### src/rtl/rs485_pkg.sv
package rs485_pkg;
  typedef enum logic {
    DIR_ON_RTS = 1'b0,
    DIR_ON_DTR = 1'b1
  } dir_pin_e;
endpackage

### src/rtl/rs485_addr_filter.sv
module rs485_addr_filter #(
  parameter int unsigned DATA_W = 8
) (
  input  logic              clk_i,
  input  logic              rst_ni,
  input  logic              filt_en_i,
  input  logic [DATA_W-1:0] node_addr_i,
  input  logic              rx_valid_i,
  input  logic [DATA_W:0]   rx_char_i,
  output logic              rx_valid_o,
  output logic [DATA_W-1:0] rx_data_o
);
  localparam int unsigned FlagBit = DATA_W;

  logic selected_q, valid_q;
  logic [DATA_W-1:0] data_q;
  logic is_addr, hit, accept;

  assign is_addr = rx_char_i[FlagBit];
  assign hit     = rx_char_i[DATA_W-1:0] == node_addr_i;
  assign accept  = rx_valid_i && (!filt_en_i || (is_addr ? hit : selected_q));

  always_ff @(posedge clk_i or negedge rst_ni) begin
    if (!rst_ni) begin
      selected_q <= 1'b0;
      valid_q    <= 1'b0;
      data_q     <= '0;
    end else begin
      valid_q <= accept;
      if (accept) data_q <= rx_char_i[DATA_W-1:0];
      if (!filt_en_i)                 selected_q <= 1'b0;
      else if (rx_valid_i && is_addr) selected_q <= hit;
    end
  end

  assign rx_valid_o = valid_q;
  assign rx_data_o  = data_q;
endmodule

### src/rtl/rs485_turnaround.sv
module rs485_turnaround #(
  parameter int unsigned CNT_W = 8
) (
  input  logic             clk_i,
  input  logic             rst_ni,
  input  logic             tx_pending_i,
  input  logic             tx_busy_i,
  input  logic             bit_tick_i,
  input  logic [CNT_W-1:0] turn_bits_i,
  output logic             drive_o
);
  logic             active;
  logic [CNT_W-1:0] hold_q;

  assign active = tx_pending_i | tx_busy_i;

  // reload while active so new data abandons any running count
  always_ff @(posedge clk_i or negedge rst_ni) begin
    if (!rst_ni)                            hold_q <= '0;
    else if (active)                        hold_q <= turn_bits_i;
    else if (bit_tick_i && hold_q != '0)    hold_q <= hold_q - 1'b1;
  end

  assign drive_o = active | (hold_q != '0);
endmodule

### src/rtl/rs485_pin_mux.sv
module rs485_pin_mux
  import rs485_pkg::*;
(
  input  logic drive_i,
  input  logic auto_dir_i,
  input  logic dir_pin_i,
  input  logic rts_manual_i,
  input  logic flow_en_i,
  input  logic rts_flow_i,
  input  logic dtr_manual_i,
  output logic rts_o,
  output logic dtr_o
);
  dir_pin_e pin;
  logic     rts_base;

  assign pin      = dir_pin_e'(dir_pin_i);
  assign rts_base = flow_en_i ? rts_flow_i : rts_manual_i;

  always_comb begin
    rts_o = rts_base;
    dtr_o = dtr_manual_i;
    if (auto_dir_i) begin
      unique case (pin)
        DIR_ON_RTS: rts_o = drive_i;
        DIR_ON_DTR: dtr_o = drive_i;
        default:    ;
      endcase
    end
  end
endmodule

### src/rtl/rs485_node_ctl.sv
module rs485_node_ctl #(
  parameter int unsigned DATA_W = 8,
  parameter int unsigned CNT_W  = 8
) (
  input  logic              clk_i,
  input  logic              rst_ni,
  input  logic              filt_en_i,
  input  logic [DATA_W-1:0] node_addr_i,
  input  logic              rx_valid_i,
  input  logic [DATA_W:0]   rx_char_i,
  output logic              rx_valid_o,
  output logic [DATA_W-1:0] rx_data_o,
  input  logic              tx_pending_i,
  input  logic              tx_busy_i,
  input  logic              bit_tick_i,
  input  logic [CNT_W-1:0]  turn_bits_i,
  input  logic              auto_dir_i,
  input  logic              dir_pin_i,
  input  logic              rts_manual_i,
  input  logic              flow_en_i,
  input  logic              rts_flow_i,
  input  logic              dtr_manual_i,
  output logic              rts_o,
  output logic              dtr_o
);
  logic drive;

  rs485_addr_filter #(.DATA_W(DATA_W)) u_filter (
    .clk_i       (clk_i),
    .rst_ni      (rst_ni),
    .filt_en_i   (filt_en_i),
    .node_addr_i (node_addr_i),
    .rx_valid_i  (rx_valid_i),
    .rx_char_i   (rx_char_i),
    .rx_valid_o  (rx_valid_o),
    .rx_data_o   (rx_data_o)
  );

  rs485_turnaround #(.CNT_W(CNT_W)) u_turn (
    .clk_i        (clk_i),
    .rst_ni       (rst_ni),
    .tx_pending_i (tx_pending_i),
    .tx_busy_i    (tx_busy_i),
    .bit_tick_i   (bit_tick_i),
    .turn_bits_i  (turn_bits_i),
    .drive_o      (drive)
  );

  rs485_pin_mux u_mux (
    .drive_i      (drive),
    .auto_dir_i   (auto_dir_i),
    .dir_pin_i    (dir_pin_i),
    .rts_manual_i (rts_manual_i),
    .flow_en_i    (flow_en_i),
    .rts_flow_i   (rts_flow_i),
    .dtr_manual_i (dtr_manual_i),
    .rts_o        (rts_o),
    .dtr_o        (dtr_o)
  );
endmodule

### config.mk
export PLATFORM = sky130hd
export DESIGN_NAME = rs485_node_ctl
export DESIGN_NICKNAME = d
export VERILOG_FILES = /design/src/rtl/rs485_pkg.sv /design/src/rtl/rs485_addr_filter.sv /design/src/rtl/rs485_turnaround.sv /design/src/rtl/rs485_pin_mux.sv /design/src/rtl/rs485_node_ctl.sv
export SDC_FILE = /design/constraint.sdc
export NUM_CORES = 1
export LEC_CHECK = 0
export BUFFER_PORTS_ARGS = -buffer_cell sky130_fd_sc_hd__buf_4
export CAP_MARGIN = 10
export CORE_MARGIN = 1
export CORE_UTILIZATION = 45
export DETAILED_ROUTE_END_ITERATION = 8
export GPL_ROUTABILITY_DRIVEN = 0
export PLACE_DENSITY = 0.88
export SETUP_SLACK_MARGIN = 0.2
export SYNTH_ARGS = -nofsm -noshare
export SYNTH_HDL_FRONTEND = slang
export SYNTH_HIERARCHICAL = 1
export SYNTH_SLANG_ARGS = --single-unit
export TNS_END_PERCENT = 50
### constraint.sdc
create_clock -name clk_i -period 1.7 [get_ports clk_i]
set_input_delay 0.085 -clock clk_i [delete_from_list [all_inputs] [get_ports clk_i]]
set_output_delay 0.085 -clock clk_i [all_outputs]
set_load 0.02 [all_outputs]
==> flow_metrics.tcl <==
set metrics [dict create \
    routed_via_density 5.386 \
    p_int_mw 0.8114 \
    setup_slack_ns -0.03097 \
    grt_overflow_total 0 \
    yosys.area_share.simple 0.1969 \
    crit_type "flip-flop to primary output" \
    antenna_found_initial 0 \
    ys_ff_latch 18 \
    synthFlopType "dfrtp_1" \
    clkLatencyLatePin_ns 0.30 \
    synth_edf_count 0 \
    hold_viol 0 \
    status "finished, violations left" \
    ios 49 \
    r2r-start "u_turn/hold_q[0]" \
    ant_nets 0 \
    dieHeight_um 50.42 \
    start_kind "flip-flop" \
    synthXorXnorAreaFrac 0.08304 \
    rsz0062_at_grt "true" \
    relSlewSlack 0.6770 \
    critPathArrivalTime_ns 1.65 \
    clkSinkCount 18 \
    multi_input_area_sq_um 659.4 \
    fin_nets 196 \
    synth-compound-area-share 0.1032 \
    swShare 0.3019 \
    area_growth_pct 54.80 \
    synthMuxAreaShare 0.1601 \
    postLayoutCoreUtil 0.7381 \
    clockBufferDepth 2 \
    vias 991 \
    netlist_instances 97 \
    n_fill_cell 149 \
    drv_cap 0 \
    drc_errors 0 \
    max_freq_mhz 577.7 \
    mostFrequentLayoutCell "buf_4" \
    yosys.area_share.adder 0.01186 \
    wl_per_cell_um 15.24 \
    startpoint "u_turn/hold_q[0]" \
    slew_violations 0 \
    seq_area_sq_um 452.9 \
    pwr-share-comb 0.322 \
    p_leak_nw 0.7799 \
    grt_pass1_wl_um 4209 \
    async_reset_ff_frac 1.000 \
    dp_hpwl_um 1914 \
    worstReg2RegEnd "u_turn/hold_q[4]" \
    dr.first_iter.drc_count 20 \
    die_x_um 50.42 \
    numCtsBuffers 3 \
    grt_use_total 0.2274 \
    r2r_setup_slack_ns 0 \
    cp-end-kind "primary output" \
    antenna_cells 0 \
    syn_area_sq_um 1055 \
    p_clk_frac 0.231 \
    p_switching_mw 0.3509 \
    rows 17 \
    cts_tree "done" \
    worst-path-max-fanout 3 \
    initial_core_util 0.4768 \
    setup_violations 3 \
    p_seq_frac 0.447 \
    skew_ns 0.003989 \
    drive_gt1_frac 0.5513 \
    port-buffer-count 48 \
    wl_um 2804 \
    fin_crit_ns 1.731 \
    h-tree-depth 1 \
    crit_end "dtr_o" \
    synth_top_family_by_area "simple AND/OR/NAND/NOR gates" \
    grt_pass1_vias 975 \
    path_clk_slew_ns 0.10 \
    mostFrequentLayoutCells "52 x buf_4, 16 x dfrtp_1, 9 x nor2_1" \
    syn_avg_cell_area_sq_um 10.87 \
    critPathRequiredTime_ns 1.62 \
    fin_setup_tns_ns -0.06028 \
    power.density_nw_per_um2 711.8 \
    grt_start_max_net_pins 19 \
    synth_warnings 6 \
    finalCritPeriodShare 1.018 \
    dr.pass1.iters 4 \
    worstMarginPinSlew_ns 0.4808 \
    hold_path.class "input port to flip-flop" \
    reg2reg_depth 7 \
    violations "setup timing" \
    vdd_ir_drop_max_uv 507.9 \
    synthDistinctLibCells 31 \
    synth-seq-area-share 0.4270 \
    clock-root-buffer "clkbuf_4" \
    core_area_sq_um 2212 \
    die_area_sq_um 2542 \
    postSynthNetCount 136 \
]
==> cells in the mapped netlist, drive strengths merged (2+ instances only) <==
library cell  number  area [sq um]
xor2               8         70.07
a21oi              5         25.02
or3                3         18.77
dfrtp             18         450.4
inv                4         15.01
nor2               9         33.78
xnor2              2         17.52
nand2              8         30.03
nand2b             2         12.51
nor4b              2         23.77
nand3              3         15.01
mux2              12         138.9
a21boi             4         37.53
a31oi              3         33.78
mux2i              3         30.03
nor4               2         33.78
==> metal layers <==
layer,part of all wire,track usage,vias up
met5,0,0,-
met4,0.027,0.1019,0
met3,0.048,0.06970,11
met2,0.54,0.4244,32
met1,0.38,0.2274,490
li1,-,-,458
==> stage by stage <==
step	area, sq um	instances	setup slack (ns)	hold slack (ns)	total power, mW
3_3_place_gp	1459	173	0.1498	-0.03949	0.8285
3_5_place_dp	1459	173	0.05822	-0.03703	0.8448
5_1_grt	1633	184	-0.09638	0.01095	1.215
4_1_cts	1584	182	-0.01394	0.01249	1.136
2_1_floorplan	1060	97	0.1858	-0.2106	0.6804
6_report	1633	184	-0.03097	0.01056	1.162
==> sequential cells by signal, summed over array words and instances, names as in the netlist <==
| signal | flops |
|---|---|
| u_filter/rx_valid_o | 1 |
| u_turn/hold_q | 8 |
| u_filter/rx_data_o | 8 |
| u_filter/selected_q | 1 |
==> worst min path at each step <==
stage | startpoint | endpoint | slack (ns) | cells after the start
6_report | turn_bits_i[5] | u_turn/hold_q[5] | 0.01 | 3
5_1_grt | turn_bits_i[1] | u_turn/hold_q[1] | 0.01 | 2
2_1_floorplan | rst_ni | u_filter/rx_data_o[0] | -0.21 | 0
3_5_place_dp | rst_ni | u_filter/selected_q | -0.04 | 1
3_3_place_gp | rst_ni | u_filter/selected_q | -0.04 | 1
4_1_cts | turn_bits_i[1] | u_turn/hold_q[1] | 0.01 | 2
==> cells by family after synthesis <==
family	Yosys count
DFF	18
and+or+nand+nor	34
buffers and inverters	5
adders and majority gates	1
AOI/OAI and AO/OA	14
muxes	15
xor gates and xnor gates	10
==> timing repair <==
item	4_1_cts	5_1_grt
hold buffers	1	0
setup endpoints to repair	6	11
setup buffers	4	2
gates resized for setup	11	8
hold endpoints to repair	18	0
pin swaps	5	3
==> critical path, cell delays in order, from the launching register on <==
cell	delay [ns]
dfrtp_1	0.42
inv_2	0.08
ha_4	0.14
nor3b_4	0.21
nand3_2	0.09
mux2_4	0.28
buf_6	0.13
==> power groups by stage <==
| stage | Combinational (mW) | Clock [mW] | Sequential, mW |
|---|---|---|---|
| 6_report | 0.374 | 0.269 | 0.519 |
| 5_1_grt | 0.398 | 0.293 | 0.523 |
| 4_1_cts | 0.352 | 0.269 | 0.516 |
| 3_5_place_dp | 0.322 | 0 | 0.523 |
| 3_3_place_gp | 0.310 | 0 | 0.518 |
| 2_1_floorplan | 0.126 | 0 | 0.554 |
==> layout make-up <==
class | instances | area share
clock buffer | 4 | 0.02222
tap | 28 | 0.02146
multi-input combinational | 74 | 0.4038
timing repair buffer | 56 | 0.2659
inverter | 4 | 0.009195
sequential | 18 | 0.2774
Note: power is estimated with default switching activity, not from simulation.
